[src/rtl/rspi_pkg.sv]
package rspi_pkg;

    typedef enum logic [1:0] {
        CMD_REG_RD = 2'd0,
        CMD_REG_WR = 2'd1,
        CMD_PLD_RD = 2'd2,
        CMD_PLD_WR = 2'd3
    } cmd_kind_e;

    typedef enum logic [1:0] {
        ST_IDLE  = 2'd0,
        ST_SHIFT = 2'd1,
        ST_GAP   = 2'd2
    } eng_state_e;

    // Command byte: opcode with register address merged in for register kinds.
    function automatic logic [7:0] cmd_byte(cmd_kind_e kind, logic [4:0] addr);
        logic [7:0] b;
        case (kind)
            CMD_REG_RD: b = {3'b000, addr};
            CMD_REG_WR: b = {3'b001, addr};
            CMD_PLD_RD: b = 8'h61;
            default:    b = 8'hA0;
        endcase
        return b;
    endfunction

    function automatic logic kind_is_read(cmd_kind_e kind);
        return (kind == CMD_REG_RD) || (kind == CMD_PLD_RD);
    endfunction

    // Clamp a requested count into 1..limit, limit depending on kind.
    function automatic int unsigned clamp_len(cmd_kind_e kind, int unsigned len,
                                              int unsigned pld_max, int unsigned reg_max);
        int unsigned lim;
        lim = (kind == CMD_PLD_RD || kind == CMD_PLD_WR) ? pld_max : reg_max;
        if (len == 0)   return 1;
        if (len > lim)  return lim;
        return len;
    endfunction

endpackage

[src/rtl/rspi_tick.sv]
module rspi_tick #(
    parameter int DIV_W = 8
) (
    input  logic             clk,
    input  logic             rst,
    input  logic             en,
    input  logic [DIV_W-1:0] half,
    output logic             tick
);
    logic [DIV_W-1:0] cnt;

    assign tick = en && (cnt == half - DIV_W'(1));

    always_ff @(posedge clk) begin
        if (rst || !en || tick) cnt <= '0;
        else                    cnt <= cnt + DIV_W'(1);
    end
endmodule

[src/rtl/rspi_shifter.sv]
module rspi_shifter (
    input  logic       clk,
    input  logic       rst,
    input  logic       load,
    input  logic [7:0] load_byte,
    input  logic       step,
    input  logic       miso,
    output logic       mosi,
    output logic [7:0] rx_byte
);
    logic [7:0] sh;

    assign mosi    = sh[7];
    assign rx_byte = {sh[6:0], miso};

    always_ff @(posedge clk) begin
        if (rst)       sh <= '0;
        else if (load) sh <= load_byte;
        else if (step) sh <= {sh[6:0], miso};
    end
endmodule

[src/rtl/rspi_sync.sv]
module rspi_sync #(
    parameter int   STAGES  = 2,
    parameter logic RST_VAL = 1'b1
) (
    input  logic clk,
    input  logic rst,
    input  logic d,
    output logic q
);
    logic [STAGES-1:0] r;

    generate
        if (STAGES == 1) begin : g_one
            always_ff @(posedge clk) begin
                if (rst) r <= {STAGES{RST_VAL}};
                else     r <= d;
            end
        end else begin : g_many
            always_ff @(posedge clk) begin
                if (rst) r <= {STAGES{RST_VAL}};
                else     r <= {r[STAGES-2:0], d};
            end
        end
    endgenerate

    assign q = r[STAGES-1];
endmodule

[src/rtl/radio_spi_engine.sv]
module radio_spi_engine
    import rspi_pkg::*;
#(
    parameter int MAX_BYTES = 32,
    parameter int REG_MAX   = 5,
    parameter int DIV_W     = 8,
    parameter int GAP_CYC   = 4,
    localparam int LEN_W    = $clog2(MAX_BYTES + 1),
    localparam int DATA_W   = MAX_BYTES * 8
) (
    input  logic              clk,
    input  logic              rst,
    input  logic              req_valid,
    input  logic [1:0]        req_kind,
    input  logic [4:0]        req_addr,
    input  logic [LEN_W-1:0]  req_len,
    input  logic [DATA_W-1:0] req_wdata,
    input  logic [DIV_W-1:0]  clk_div,
    output logic              busy,
    output logic              done,
    output logic [7:0]        status_byte,
    output logic [DATA_W-1:0] rd_data,
    output logic              spi_sck,
    output logic              spi_mosi,
    output logic              spi_cs_n,
    input  logic              spi_miso,
    input  logic              ce_req,
    output logic              radio_ce,
    input  logic              irq_n,
    output logic              irq_active
);
    localparam int GCW = $clog2(GAP_CYC + 1);

    eng_state_e        state;
    cmd_kind_e         kind_q;
    logic [LEN_W-1:0]  nbytes_q;
    logic [LEN_W-1:0]  byte_idx;
    logic [2:0]        bit_idx;
    logic [DIV_W-1:0]  half_q;
    logic [DATA_W-1:0] wdata_q;
    logic [GCW-1:0]    gap_cnt;
    logic              sck_q, cs_n_q, busy_q, done_q;
    logic [7:0]        status_q;
    logic [DATA_W-1:0] rdata_q;

    logic              tick, accept, fall, byte_end, last_byte;
    logic              sh_load, sh_step;
    logic [7:0]        sh_byte, rx_byte, next_byte;
    logic              irq_sync;

    assign accept    = (state == ST_IDLE) && req_valid;
    assign fall      = (state == ST_SHIFT) && tick && sck_q;
    assign byte_end  = fall && (bit_idx == 3'd7);
    assign last_byte = (byte_idx == nbytes_q);

    always_comb begin
        next_byte = 8'h00;
        if (!kind_is_read(kind_q) && (int'(byte_idx) < MAX_BYTES))
            next_byte = wdata_q[int'(byte_idx)*8 +: 8];
    end

    assign sh_load = accept || (byte_end && !last_byte);
    assign sh_byte = accept ? cmd_byte(cmd_kind_e'(req_kind), req_addr) : next_byte;
    assign sh_step = fall && !sh_load;

    rspi_tick #(.DIV_W(DIV_W)) u_tick (
        .clk (clk),
        .rst (rst),
        .en  (state == ST_SHIFT),
        .half(half_q),
        .tick(tick)
    );

    rspi_shifter u_shift (
        .clk      (clk),
        .rst      (rst),
        .load     (sh_load),
        .load_byte(sh_byte),
        .step     (sh_step),
        .miso     (spi_miso),
        .mosi     (spi_mosi),
        .rx_byte  (rx_byte)
    );

    rspi_sync #(.STAGES(2), .RST_VAL(1'b1)) u_irq (
        .clk(clk),
        .rst(rst),
        .d  (irq_n),
        .q  (irq_sync)
    );

    always_ff @(posedge clk) begin
        if (rst) begin
            state    <= ST_IDLE;
            kind_q   <= CMD_REG_RD;
            nbytes_q <= LEN_W'(1);
            byte_idx <= '0;
            bit_idx  <= '0;
            half_q   <= DIV_W'(1);
            wdata_q  <= '0;
            gap_cnt  <= '0;
            sck_q    <= 1'b0;
            cs_n_q   <= 1'b1;
            busy_q   <= 1'b0;
            done_q   <= 1'b0;
            status_q <= '0;
            rdata_q  <= '0;
        end else begin
            done_q <= 1'b0;
            case (state)
                ST_IDLE: begin
                    if (req_valid) begin
                        kind_q   <= cmd_kind_e'(req_kind);
                        nbytes_q <= LEN_W'(clamp_len(cmd_kind_e'(req_kind), int'(req_len),
                                                     MAX_BYTES, REG_MAX));
                        half_q   <= (clk_div == '0) ? DIV_W'(1) : clk_div;
                        wdata_q  <= req_wdata;
                        byte_idx <= '0;
                        bit_idx  <= '0;
                        sck_q    <= 1'b0;
                        cs_n_q   <= 1'b0;
                        busy_q   <= 1'b1;
                        state    <= ST_SHIFT;
                    end
                end
                ST_SHIFT: begin
                    if (tick) begin
                        if (!sck_q) begin
                            sck_q <= 1'b1;
                        end else begin
                            sck_q   <= 1'b0;
                            bit_idx <= bit_idx + 3'd1;
                            if (bit_idx == 3'd7) begin
                                if (byte_idx == '0)
                                    status_q <= rx_byte;
                                else if (kind_is_read(kind_q))
                                    rdata_q[(int'(byte_idx) - 1)*8 +: 8] <= rx_byte;
                                if (last_byte) begin
                                    cs_n_q  <= 1'b1;
                                    done_q  <= 1'b1;
                                    gap_cnt <= '0;
                                    state   <= ST_GAP;
                                end else begin
                                    byte_idx <= byte_idx + LEN_W'(1);
                                end
                            end
                        end
                    end
                end
                ST_GAP: begin
                    if (int'(gap_cnt) >= GAP_CYC - 1) begin
                        busy_q <= 1'b0;
                        state  <= ST_IDLE;
                    end else begin
                        gap_cnt <= gap_cnt + GCW'(1);
                    end
                end
                default: state <= ST_IDLE;
            endcase
        end
    end

    always_ff @(posedge clk) begin
        if (rst) radio_ce <= 1'b0;
        else     radio_ce <= ce_req;
    end

    assign irq_active  = ~irq_sync;
    assign busy        = busy_q;
    assign done        = done_q;
    assign status_byte = status_q;
    assign rd_data     = rdata_q;
    assign spi_sck     = sck_q;
    assign spi_cs_n    = cs_n_q;

    // Cycles chip select has been high, saturating; used by the gap check.
    logic [GCW-1:0] hi_cnt;
    always_ff @(posedge clk) begin
        if (rst)                        hi_cnt <= GCW'(GAP_CYC);
        else if (!spi_cs_n)             hi_cnt <= '0;
        else if (int'(hi_cnt) < GAP_CYC) hi_cnt <= hi_cnt + GCW'(1);
    end

    a_r4_sck_idle_deselected: assert property (@(posedge clk) disable iff (rst)
        spi_cs_n |-> !spi_sck);

    a_r3_mosi_steady_high: assert property (@(posedge clk) disable iff (rst)
        (spi_sck && $past(spi_sck)) |-> $stable(spi_mosi));

    a_r11_done_at_cs_rise: assert property (@(posedge clk) disable iff (rst)
        $rose(spi_cs_n) |-> done);

    a_r11_done_only_at_rise: assert property (@(posedge clk) disable iff (rst)
        done |-> $rose(spi_cs_n));

    a_r10_busy_after_accept: assert property (@(posedge clk) disable iff (rst)
        (req_valid && !busy) |=> busy);

    a_r12_cs_gap: assert property (@(posedge clk) disable iff (rst)
        $fell(spi_cs_n) |-> (int'(hi_cnt) >= GAP_CYC));

    a_r12_busy_in_gap: assert property (@(posedge clk) disable iff (rst)
        $rose(spi_cs_n) |-> busy);
endmodule

[config.mk]
export PLATFORM = sky130hd
export DESIGN_NAME = radio_spi_engine
export DESIGN_NICKNAME = d
export VERILOG_FILES = /design/src/rtl/rspi_pkg.sv /design/src/rtl/rspi_tick.sv /design/src/rtl/rspi_shifter.sv /design/src/rtl/rspi_sync.sv /design/src/rtl/radio_spi_engine.sv
export SDC_FILE = /design/constraint.sdc
export NUM_CORES = 1
export LEC_CHECK = 0
export BUFFER_PORTS_ARGS = -buffer_cell sky130_fd_sc_hd__clkbuf_2
export CAP_MARGIN = 20
export CORE_UTILIZATION = 40
export CTS_BUF_LIST = sky130_fd_sc_hd__clkbuf_8
export CTS_CLUSTER_SIZE = 40
export DETAILED_ROUTE_END_ITERATION = 10
export PLACE_DENSITY = 0.71
export SLEW_MARGIN = 10
export SYNTH_ARGS = -nofsm -noshare
export SYNTH_HDL_FRONTEND = slang
export SYNTH_SLANG_ARGS = --single-unit
[constraint.sdc]
create_clock -name clk -period 6.1 [get_ports clk]
set_input_delay 1.22 -clock clk [delete_from_list [all_inputs] [get_ports clk]]
set_output_delay 1.22 -clock clk [all_outputs]
set_load 0.01 [all_outputs]
==> results.md <==
Outcome:
- The flow ran to the end, and the final reports show no timing, DRC or antenna violations.

Timing:
- At the pin with the least slew margin, the transition time is 1.12 ns.
- Setup repair after global routing left no endpoint under its margin.
- The clock skew after layout is 0.0427 ns.
- After layout, the worst path uses 80.5% of the clock period.
- The final-report setup violation count is 0.
- The maximum frequency from static timing analysis is 204 MHz.
- The relative max-transition margin is 25.7%.
- The worst hold slack is 0.446 ns.
- The total count of hold-check failures in the final report is 0.
- Summed over all failing endpoints, the final setup total negative slack is 0 ns.
- In the post-route analysis, the smallest setup slack over all paths is 1.19 ns.
- The max-slew violation count is 0.
- The clock period could shrink to 4.91 ns.

Critical path:
- The worst endpoint data arrival time is 5.50 ns.
- The worst setup path is of the reg -> reg kind.
- The worst path required time is 6.69 ns.
- The worst setup path is launched from a register.
- Along the worst path, the maximum fanout reaches 32.
- The category of the worst setup path capture point is a register.

Floorplan:
- The initial core utilization is 40.6%.
- In this run the standard cell core region covers 60,500 µm².
- The die covers 62,300 µm².
- Pin placement for this block handled 554 I/O pins.
- The die is 250 µm tall.
- In this run the horizontal extent of the chip is 250 µm.
- The row count is 90.

Synthesis:
- Dividing the synthesized area by the synthesized cell count gives 9.17 µm².
- The count of mapped cells out of synthesis is 2,676.
- After synthesis, flip-flops and latches occupy 46.7% of the total area.
- The post-synthesis async set-or-reset flop share is 0%.
- The proportion of synthesized area in mux cells is 17.5%.
- Synthesis instantiated 84 different standard cells from the library.
- The synthesized netlist occupies a cell area of 24,500 µm².
- The most frequently used flop master after synthesis is sky130_fd_sc_hd__dfxtp_1.
- The count of flip-flops with a built-in enable after synthesis is 0.
- The dominant combinational cell family by area after synthesis is simple AND/OR/NAND/NOR gates.
- Yosys printed 0 warnings.
- The synthesized netlist devotes 1.23% of its cell area to XOR and XNOR gates.
- Counting flops and latches in the post-synthesis netlist gives 572.
- The synthesized netlist devotes 9.40% of its cell area to compound gates.
- Of the total synthesized cell area, the portion taken by AND, OR, NAND and NOR gates is 20.8%.
- The number of nets handed over by synthesis was 2,979.
- The adder-cell share of the synthesized area is 1.02%.

Global routing:
- The number of antenna violations at the first check in global routing was 13.
- The first global-routing pass estimated 120 mm of wire.
- The total congestion overflow is 0.
- The pin count of the biggest net entering global routing is 211.
- The via count of the first global-routing pass is 20,600.
- Across every metal layer, demand over resource in global routing totals 25.0%.

Drt:
- The count of nets left with antenna violations once routing finished came out at 0.
- Across all layers, the routed design uses 21,300 vias.
- The iteration count of the initial detailed-routing pass is 5.
- Detailed routing placed a total of 5.67 mm of wire on met3.
- The post-route met1 wirelength is 32.2 mm.
- In the detailed route, the total length drawn on met2 is 39.0 mm.
- After the first detailed-routing iteration, the DRC count stood at 1,561.
- In the routed design, unresolved DRC markers number 0.
- The post-detailed-route wirelength per cell is 19.8 µm.
- The uppermost layer routed is met5.
- The total detailed-routing wirelength is 79.7 mm.
- The via-per-instance ratio is 5.31.

Finish:
- The number of standard cells in the layout, taps in and fillers out is 4,018.
- Registers take 11,500 µm².
- In the final layout, the multi-input gates occupy 12,300 µm².
- Cells with a size suffix above 1 make up 26.2% of the layout.
- Compared with the post-synthesis result, the final layout area differs by 21.6%.
- The top cell types in the final layout, fill and taps aside, are 884 x sky130_fd_sc_hd__nand2_1, 569 x sky130_fd_sc_hd__dfxtp_1, 552 x sky130_fd_sc_hd__clkbuf_2, 288 x sky130_fd_sc_hd__a21oi_1, 288 x sky130_fd_sc_hd__mux2i_1.
- Fill cells in the final layout number 5,694.
- The number of nets in the finished design is 3,469.
- The most frequent standard cell in the layout excluding fill and tap cells is sky130_fd_sc_hd__nand2_1.

CTS:
- The clock tree from TritonCTS is built.
- The worst-case clock buffer depth is 3.
- The count of clock tree sinks is 572.
- After clock tree synthesis, the repair step resized 0 gates.
- The total number of H-tree levels is 3.
- The insertion delay of the later-clocked pin in the worst-skew pair is 0.71 ns.
- The clock-pin transition on the worst setup and hold timing paths is 0.06 ns.
- Counting the buffers created by CTS gives 95.
- The hold-fix buffer count after cts is 0.
- The cell sitting at the root of the clock tree is a sky130_fd_sc_hd__clkbuf_8.
- Post-CTS timing repair inserted 0 buffers for setup.

Place:
- The wire-length estimate of the detail-placed layout is 56.4 mm.
- The count of buffers added on input and output ports is 553.
- The number of placed instances, taps included is 3,851.
- Routability-driven placement finished with a final weighted congestion of 0.870.
- OpenSTA, run right after detailed placement, puts the worst setup slack at 1.19 ns.

Power:
- The analysis attributes to cell leakage a power of 13.8 nW.
- In this run the power density over the cells is 277 nW/µm².
- The worst vdd rail ir drop is 0.166 mV.

Job:
- Max-cap violations in this run came to 0.

Min path:
- The tightest min-delay check is of the reg -> reg type.
-- state kept, by name (all words and copies together), names as in the netlist --
name and flops:
gap_cnt 3, busy 1, byte_idx 6, status_byte 8, bit_idx 3, wdata_q 256
nbytes_q 6, spi_sck 1, half_q 8, u_shift.sh 8, done 1, radio_ce 1
kind_q 1, u_irq.r 2, u_tick.cnt 8, rd_data 256, state 2, spi_cs_n 1
-- Yosys cell counts, drive strengths merged, types with 2 or more instances --
library cell | n | area, µm²
nand4 | 36 | 676
o21bai | 2 | 18.8
buf | 39 | 196
nor2b | 7 | 43.8
mux2i | 288 | 2880
o21ai | 15 | 75.1
or3 | 8 | 50.1
and2 | 12 | 75.1
a211oi | 14 | 118
o31ai | 6 | 45.0
mux4 | 62 | 1400
nand3b | 2 | 15.0
a32oi | 5 | 43.8
nor4 | 10 | 98.8
o22ai | 17 | 120
xnor2 | 11 | 115
nor4b | 2 | 17.5
xor2 | 16 | 140
nor3b | 5 | 37.5
o2111ai | 5 | 67.6
nor2 | 47 | 176
a2bb2oi | 2 | 35.0
dfxtp | 572 | 11500
or2 | 4 | 25.0
or3b | 2 | 17.5
a211o | 2 | 17.5
a22o | 2 | 17.5
nand3 | 28 | 140
a2111oi | 5 | 68.8
a22oi | 9 | 72.6
and3 | 8 | 50.1
nand2 | 884 | 3320
nand2b | 7 | 43.8
or4 | 11 | 82.6
a31oi | 6 | 37.5
ha | 20 | 250
inv | 18 | 67.6
nor3 | 23 | 153
a21oi | 290 | 1460
clkbuf | 151 | 567
nand4b | 2 | 17.5
o31a | 2 | 17.5
-- routing by layer --
metal	GRT usage (%)	vias up
li1	-	10200
met1	30.1	10200
met2	42.5	825
met5	0	-
met4	11.0	16
met3	5.83	149
-- cell type report --
cell class | count | area share (%)
multi-input cells | 1896 | 41.2
clock buffers | 118 | 5.45
diodes | 4 | 0.0336
inverters | 18 | 0.252
clock inverters | 45 | 1.29
flip-flops and latches | 572 | 38.4
well taps | 782 | 3.28
repair buffers | 583 | 10.1
-- cells by family after synthesis --
kind of cell / Yosys count
buffers and inverters: 208
xor gates and xnor gates: 29
adders and majority gates: 20
AOI/OAI and AO/OA: 392
and+or+nand+nor: 1104
DFF: 572
muxes: 351
-- power breakdown --
part	total (mW)	internal, mW	switching [mW]	leakage [nW]
clock	3.58	2.00	1.58	1.13
sequential	3.93	3.85	0.0798	4.65
combinational	0.746	0.276	0.470	8.00
total	8.26	6.13	2.13	13.8
-- through the flow --
step / power (mW) / area, µm² / util (%)
finish: 8.26 / 29800 / 49.3
global route: 8.58 / 29800 / 49.3
CTS: 8.32 / 29800 / 49.3
detailed placement: 4.76 / 27800 / 46.0
global placement: 4.75 / 27800 / 46.0
floorplan: 4.47 / 24500 / -
-- final timing paths --
check                           startpoint                         to  slack, ns  cells past startpoint
setup / recovery  byte_idx[0]$_SDFFE_PP0P_  rd_data[122]$_SDFFE_PP0P_       1.19                     14
hold / removal       u_irq.r[0]$_SDFF_PP1_      u_irq.r[1]$_SDFF_PP1_       0.45                      1
setup reg to reg  byte_idx[0]$_SDFFE_PP0P_  rd_data[122]$_SDFFE_PP0P_       1.19                     14
hold reg to reg      u_irq.r[0]$_SDFF_PP1_      u_irq.r[1]$_SDFF_PP1_       0.45                      1
-- critical path, stage by stage, from the launching register on --
cell	delay (ns)
sky130_fd_sc_hd__dfxtp_4	0.70
sky130_fd_sc_hd__inv_1	0.17
sky130_fd_sc_hd__ha_1	0.36
sky130_fd_sc_hd__nor2_1	0.18
sky130_fd_sc_hd__nand2_1	0.08
sky130_fd_sc_hd__a21oi_1	0.14
sky130_fd_sc_hd__a21oi_1	0.08
sky130_fd_sc_hd__or4_1	0.52
sky130_fd_sc_hd__ha_1	0.22
sky130_fd_sc_hd__or4b_4	0.53
sky130_fd_sc_hd__nor3_4	0.18
sky130_fd_sc_hd__o22ai_4	0.16
sky130_fd_sc_hd__nor4_4	0.88
sky130_fd_sc_hd__nand4_4	0.34
sky130_fd_sc_hd__mux2i_1	0.26
Note: power is estimated with default switching activity, not from simulation.
